### config.mk
export PLATFORM = sky130hd
export DESIGN_NAME = store_fmt
export DESIGN_NICKNAME = d
export VERILOG_FILES = /design/src/rtl/store_fmt.sv
export SDC_FILE = /design/constraint.sdc
export NUM_CORES = 1
export LEC_CHECK = 0
export CORE_ASPECT_RATIO = 0.8
export CORE_UTILIZATION = 45
export DETAILED_ROUTE_END_ITERATION = 16
export GPL_TIMING_DRIVEN = 0
export PLACE_DENSITY_LB_ADDON = 0.12
export SLEW_MARGIN = 20
export SYNTH_ARGS = -nofsm -noshare
export SYNTH_HDL_FRONTEND = slang
export SYNTH_SLANG_ARGS = --single-unit
### constraint.sdc
create_clock -name clk -period 5.69 [get_ports clk]
set_input_delay 1.4225 -clock clk [delete_from_list [all_inputs] [get_ports clk]]
set_output_delay 1.4225 -clock clk [all_outputs]
set_load 0.01 [all_outputs]
### src/rtl/store_fmt.sv
module store_fmt #(
  parameter int AW    = 32,
  parameter int DISPW = 16
) (
  input  logic          clk,
  input  logic          rst_n,
  input  logic          in_valid,
  output logic          in_ready,
  input  logic [3:0]    op,
  input  logic [AW-1:0] base_val,
  input  logic          base_is_zero,
  input  logic [AW-1:0] index_val,
  input  logic [DISPW-1:0] disp,
  input  logic [31:0]   src_val,
  output logic          out_valid,
  input  logic          out_ready,
  output logic [AW-1:0] out_addr,
  output logic [3:0]    out_be,
  output logic [31:0]   out_data,
  output logic          out_wb_en,
  output logic          out_err
);
  localparam int EXTW = AW - DISPW;

  wire is_brev = (op == 4'd8);
  wire legal   = !op[3] || is_brev;
  wire is_half = !op[3] && op[2];
  wire is_idx  = (!op[3] && op[1]) || is_brev;
  wire is_upd  = !op[3] && op[0];
  wire bad     = !legal || (is_upd && base_is_zero);

  wire [AW-1:0] base_eff = base_is_zero ? '0 : base_val;
  wire [AW-1:0] offset   = is_idx ? index_val : {{EXTW{disp[DISPW-1]}}, disp};
  wire [AW-1:0] ea       = base_eff + offset;

  logic [3:0]  be_n;
  logic [31:0] data_n;

  always_comb begin
    be_n   = 4'b1111;
    data_n = src_val;
    if (is_brev) begin
      data_n = {src_val[7:0], src_val[15:8], src_val[23:16], src_val[31:24]};
    end else if (is_half) begin
      if (ea[1]) begin
        be_n   = 4'b0011;
        data_n = {16'h0, src_val[15:0]};
      end else begin
        be_n   = 4'b1100;
        data_n = {src_val[15:0], 16'h0};
      end
    end
    if (bad) be_n = 4'b0000;
  end

  assign in_ready = !out_valid || out_ready;
  wire take = in_valid && in_ready;

  always_ff @(posedge clk) begin
    if (!rst_n) begin
      out_valid <= 1'b0;
      out_addr  <= '0;
      out_be    <= '0;
      out_data  <= '0;
      out_wb_en <= 1'b0;
      out_err   <= 1'b0;
    end else if (take) begin
      out_valid <= 1'b1;
      out_addr  <= ea;
      out_be    <= be_n;
      out_data  <= data_n;
      out_wb_en <= is_upd && !bad;
      out_err   <= bad;
    end else if (out_ready) begin
      out_valid <= 1'b0;
    end
  end

  AST_HOLD_STALL: assert property (@(posedge clk) disable iff (!rst_n)
    out_valid && !out_ready |=> out_valid && $stable(out_addr) && $stable(out_data)
      && $stable(out_be) && $stable(out_wb_en) && $stable(out_err));
  AST_ACCEPT_NEXT: assert property (@(posedge clk) disable iff (!rst_n)
    in_valid && in_ready |=> out_valid);
  AST_ERR_QUIET: assert property (@(posedge clk) disable iff (!rst_n)
    out_valid && out_err |-> out_be == 4'b0000 && !out_wb_en);
  AST_BE_SHAPE: assert property (@(posedge clk) disable iff (!rst_n)
    out_valid && !out_err |-> out_be == 4'b1111 || out_be == 4'b1100 || out_be == 4'b0011);
  AST_HALF_LANES: assert property (@(posedge clk) disable iff (!rst_n)
    out_valid && out_be == 4'b1100 |-> out_data[15:0] == 16'h0 && !out_addr[1]);
  AST_HALF_LANES_HI: assert property (@(posedge clk) disable iff (!rst_n)
    out_valid && out_be == 4'b0011 |-> out_data[31:16] == 16'h0 && out_addr[1]);
endmodule

==> results.ini, run 1 <==
[run_status]
status=complete, no violations

[floorplanning]
rows=34
start_util_pct=46.2
coreArea_um2=10800
die_area_um2=11600
pin_count=193
die_y_um=96.4
die_x_um=120

[placement]
detailed_place_hpwl_um=14100
portBuffers=192
placed_area_um2=7120
gp_congestion=0.961
placed_cells=999

[logic_synthesis]
synthArstFlopShare_pct=0
synth_top_area_share_pct=27.6
synthFlopType=dfxtp_1
ys.warnings.count=0
synth_area_um2=5010
synth.most_common_cell=nand2_1
ys_top_cells_by_count=nand2_1, a21oi_1, dfxtp_1
syn_inst=663
avgSynthCellArea_um2=7.56
synthesis.nets=816
seq_area_frac_synth_pct=27.6
synth_area_leaders=dfxtp_1, ha_1, a21oi_1, nand2_1, a21o_1
synth-edff-count=0
ys_ff_latch=69
synth_top_cell_by_area=dfxtp_1
yosysUniqueCellTypes=50

[timing]
tightest_slew_ps=815
hold_violations=0
whs_ps=453
rsz0062_at_grt=false
setup_violations=0
relSlewSlack_pct=45.7
maxSlewViolCount=0
clock.fmax_mhz=186
final.setup_skew_ps=3.66
fin_crit_ps=5390
fin_crit_sh_pct=94.7

[worst_setup_path]
cp-start-kind=input port
r2r_slack_ps=3570
arrival_ps=5620
crit_path_end_kind=register
crit_type=input port to register
worst_ep_required_time_ps=5920
r2r-start=out_valid
critPathMaxFanout=10
reg2reg_depth=6
timing.rr.end=out_data[21]

[finish]
multiInputGateArea_um2=3410
diodes=0
area_growth_pct=48.4
register_area_um2=1380
nFillCells=953
fin_nets=1021
post_layout_nonfiller_instances=1017
design_area_um2=7440
drive_above_1_share_pct=5.04

[clock_tree]
clock_sinks=69
cts-hold-fix-buffers=0
cts-htree-levels=3
cts_root_buf=clkbuf_16
cts_tree=done
cts-buffers-inserted=9
clockBufferDepth=2
clock_latency_ps=340
clk_pin_slew_ps=60

[hold_path]
hold_path_depth=2
hp-class=register to register
min_from=out_addr[18]
min_to=out_addr[18]

[global_routing]
overflow=0
grt_usage_pct=31.5
antenna_found_initial=0
grt_pass1_vias=5536
grt_pass1_wl_um=28200
grt_max_degree=14

[route]
vias=5960
first_pass_iters=7
wl_per_cell_um=18.2
routed_via_density=5.86
postRouteAntennaNets=0
drcViolationCount=0
first_iter_violations=600
routed_wl_um=18500

[power_and_ir_drop]
power.net_switching_uw=566
clkPwrFrac_pct=33.8
p_comb_share_pct=34.5
power_mw=1.74
p_int_mw=1.17
seq_power_share_pct=31.7
peakVddDrop_v=0.000189
power_density_nw_per_um2=234
power.share.switching_pct=32.5
cellLeakagePower_nw=3.09

[job]
cap_violations=0

-- critical path: stages --
cell	delay [ps]
clkdlybuf4s50_1	540
inv_2	80
nor4_4	270
a21o_1	210
clkbuf_2	310
nand2_1	90
nand2_1	70
ha_1	180
inv_1	60
fa_1	390
nand2b_1	190
a21oi_1	330
o21ai_0	230
a21oi_1	340
o21ai_0	230
a211oi_1	410
o21ai_0	140
o311ai_0	100
-- flip-flops by register name (all words and copies together) (netlist names) --
name,cells
out_be,2
out_wb_en,1
out_valid,1
out_data,32
out_addr,32
out_err,1
-- timing repair --
action	CTS	global route
resized for setup	1	0
setup buffers	0	2
hold endpoints to repair	0	0
setup endpoints to repair	3	5
pin swaps	0	1
-- per-stage QoR --
stage | setup TNS (ps) | utilization, % | setup WS, ps
detailed placement | -4440 | 65.6 | -541
floorplan | 0 | - | 1130
global placement | -1510 | 65.6 | -426
global route | 0 | 68.6 | 56.9
finish | 0 | 68.6 | 300
CTS | 0 | 68.5 | 13.7
-- cells by family after synthesis --
| family | after synthesis | share of synthesized area [%] |
|---|---|---|
| compound gates | 239 | 30.9 |
| simple gates | 235 | 22.7 |
| flops | 69 | 27.6 |
| buf+inv | 57 | 4.44 |
| fa+ha+maj | 32 | 8.14 |
| mux | 18 | 3.99 |
| xor+xnor | 13 | 2.27 |
-- layer usage --
| metal | track usage, % | up-vias | share of wire (%) |
|---|---|---|---|
| met2 | 49.3 | 298 | 44 |
| li1 | - | 2840 | - |
| met1 | 42.4 | 2785 | 45 |
| met5 | 0 | - | 0 |
| met3 | 6.92 | 37 | 9.1 |
| met4 | 12.0 | 0 | 2.5 |
-- how the worst max path moves through the flow --
stage                               to   from  cells after the start
after detailed placement  out_addr[30]  op[3]                     18
after CTS                 out_addr[30]  op[3]                     18
after global routing      out_addr[30]  op[3]                     18
after floorplan           out_addr[30]  op[3]                     16
final                     out_addr[30]  op[3]                     18
after global placement    out_addr[30]  op[3]                     17
-- cells in the final DEF (no fill, tap or decap), types with 9 or more instances in the layout --
| master | Yosys | final |
|---|---|---|
| nand2_1 | 93 | 93 |
| clkbuf_1 | 38 | 37 |
| o21ai_0 | 46 | 46 |
| clkdlybuf4s50_1 | 0 | 192 |
| a22oi_1 | 17 | 17 |
| clkbuf_16 | 0 | 9 |
| a222oi_1 | 15 | 15 |
| a21o_1 | 36 | 36 |
| nand3_1 | 23 | 23 |
| nor2b_1 | 35 | 35 |
| a21oi_1 | 75 | 75 |
| nor2_1 | 41 | 41 |
| mux2_2 | 16 | 16 |
| a211oi_1 | 10 | 10 |
| dfxtp_1 | 69 | 69 |
| inv_1 | 12 | 12 |
| ha_1 | 31 | 31 |
-- power by group through the flow --
stage	Sequential, mW	Combinational [mW]	Clock [mW]
2_1_floorplan	0.577	0.298	0
3_3_place_gp	0.560	0.576	0
3_5_place_dp	0.561	0.587	0
4_1_cts	0.551	0.592	0.594
5_1_grt	0.557	0.652	0.613
6_report	0.552	0.601	0.588
-- area by class of cell --
| class | count | share of cell area, % |
|---|---|---|
| buffer | 43 | 2.30 |
| clock buffer | 10 | 3.21 |
| clock inverter | 6 | 0.942 |
| inverter | 14 | 0.706 |
| multi-input combinational | 537 | 45.8 |
| sequential | 69 | 18.6 |
| tap | 144 | 2.42 |
| timing repair buffer | 194 | 26.0 |
Note: power is estimated with default switching activity, not from simulation.
==> inputs of run 2 (changes only) <==
ABC_AREA = 1   (was unset)
CORE_UTILIZATION = 48   (was 45)
==> results.ini, run 2 <==
[clock_tree]
clk_pin_slew_ps=60
clock_sinks=69
clock_latency_ps=330
cts_tree=done
cts-htree-levels=3
cts-resized-gates=0
cts_root_buf=clkbuf_16
clockBufferDepth=2
cts-hold-fix-buffers=0
cts-buffers-inserted=9
post_cts_buffers=0

[run_status]
status=complete, no violations

[finish]
post_layout_nonfiller_instances=1485
register_area_um2=1380
drive_above_1_share_pct=7.38
final_cell_mix=nand2_1, inv_1, clkdlybuf4s50_1
multiInputGateArea_um2=3850
area_growth_pct=39.3
diodes=0
fin_nets=1462
design_area_um2=8750
final_common_cell=nand2_1
reg_top3=out_addr x32, out_data x32, out_be x2
nFillCells=1192

[worst_setup_path]
reg2reg_depth=7
crit_type=input port to register
cp-start-kind=input port
crit_path_end_kind=register
arrival_ps=4820
worst_ep_required_time_ps=5970
critPathMaxFanout=10

[hold_path]
hold_path_depth=2
hp-class=register to register

[route]
routed_via_density=4.99
wl_per_cell_um=14.2
postRouteAntennaNets=0
drcViolationCount=0
first_iter_violations=614
vias=7413
routed_wl_um=21100
first_pass_iters=5

[placement]
placed_area_um2=8420
gp_congestion=0.953
detailed_place_hpwl_um=17200
portBuffers=192
placed_cells=1469

[timing]
maxSlewViolCount=0
hold_violations=0
final.setup_skew_ps=4.35
fin_crit_sh_pct=79.8
tightest_slew_ps=672
relSlewSlack_pct=55.2
setup-tns-final_ps=0
clock.fmax_mhz=220
setup_violations=0
rsz0062_at_grt=false
fin_crit_ps=4540

[global_routing]
overflow=0
antenna_found_initial=0
grt_usage_pct=32.0
grt_max_degree=14
grt_pass1_vias=6649
grt_pass1_wl_um=33500

[logic_synthesis]
avgSynthCellArea_um2=5.68
ys.warnings.count=0
synthFlopType=dfxtp_1
synth_area_um2=6280
synth_top_area_share_pct=22.3
ys_ff_latch=69
synth-edff-count=0
synth_area_leaders=nand2_1, dfxtp_1, inv_1, nor2_1, nand3_1
synthArstFlopShare_pct=0
seq_area_frac_synth_pct=22.0
ys_top_cells_by_count=nand2_1, inv_1, nor2_1
synth_top_cell_by_area=nand2_1
syn_inst=1106
synthesis.nets=1259
synth.most_common_cell=nand2_1
yosysUniqueCellTypes=43

[power_and_ir_drop]
peakVddDrop_v=0.000197
p_comb_share_pct=37.4
seq_power_share_pct=29.7
p_int_mw=1.24
clkPwrFrac_pct=33.0
power_density_nw_per_um2=214
power.net_switching_uw=636
cellLeakagePower_nw=4.85
power.share.switching_pct=33.9

[floorplanning]
rows=36
coreArea_um2=12500
start_util_pct=50.4
die_y_um=104
die_x_um=130
die_area_um2=13600
pin_count=193

[job]
cap_violations=0

==> run 2: changes by cell type after synthesis, sizes merged, moves of 25 or more <==
cell	delta
nand3	+65
o21ai	-25
inv	+203
nor2b	-35
a21oi	-47
clkbuf	-27
a21o	-35
nor2	+113
nand2	+298
==> run 2: cells by family (layout without fill, tap and decap cells) <==
group,Yosys count,after routing,synth area share (%)
AND/OR/NAND/NOR,642,642,42.6
buffers and inverters,257,465,16.7
AO/OA/AOI/OAI,93,93,10.4
flip-flops,69,69,22.0
adder cells (fa/ha/maj),32,32,6.49
XOR/XNOR,13,13,1.81
==> run 2: stage by stage <==
step | setup WS, ps | hold slack (ps) | power [mW] | util [%]
after floorplan | 2090 | 490 | 0.957 | -
after global placement | 900 | 456 | 1.25 | 67.5
after detailed placement | 894 | 461 | 1.25 | 67.5
after CTS | 1200 | 470 | 1.87 | 70.1
after global routing | 957 | 497 | 1.98 | 70.1
final | 1150 | 467 | 1.87 | 70.1
==> run 2: critical path, cell delays in order <==
cell and delay (ps):
clkdlybuf4s50_1 500, nor2_2 180, nand3_4 170, nand2_4 190, buf_2 240, nand2_1 70
nand2_1 80, ha_1 200, inv_1 70, fa_1 600, inv_1 100, nor2_4 210
inv_2 130, buf_4 200, nor2_1 200, o221ai_1 150, inv_1 80
==> run 2: final timing paths <==
kind	from	to	slack, ps
worst min-delay path	out_wb_en	out_wb_en	470
worst min register to register	out_wb_en	out_wb_en	470
worst max register to register	out_valid	out_data[3]	4120
worst max-delay path	op[2]	out_data[25]	1150
==> run 2: power by group through the flow <==
stage / Sequential, mW / Clock, mW / Combinational, mW
after floorplan: 0.579 / 0 / 0.378
after global placement: 0.564 / 0 / 0.683
after detailed placement: 0.564 / 0 / 0.690
after CTS: 0.554 / 0.625 / 0.695
after global routing: 0.559 / 0.648 / 0.774
final: 0.556 / 0.617 / 0.700
==> run 2: cell type report <==
class / count / share of cell area (%)
plain buffers: 40 / 2.67
inverters: 217 / 9.31
multi-input cells: 780 / 44.0
clock buffers: 10 / 2.73
repair buffers: 192 / 22.0
flip-flops and latches: 69 / 15.8
well taps: 171 / 2.44
clock inverters: 6 / 1.07
==> run 2: routing by layer <==
layer / up-vias / global-route usage [%] / routed length [um]
met2: 304 / 49.2 / 8980
li1: 3785 / - / -
met5: - / 0 / 0
met1: 3301 / 46.0 / 9920
met3: 23 / 5.97 / 1950
met4: 0 / 6.40 / 280
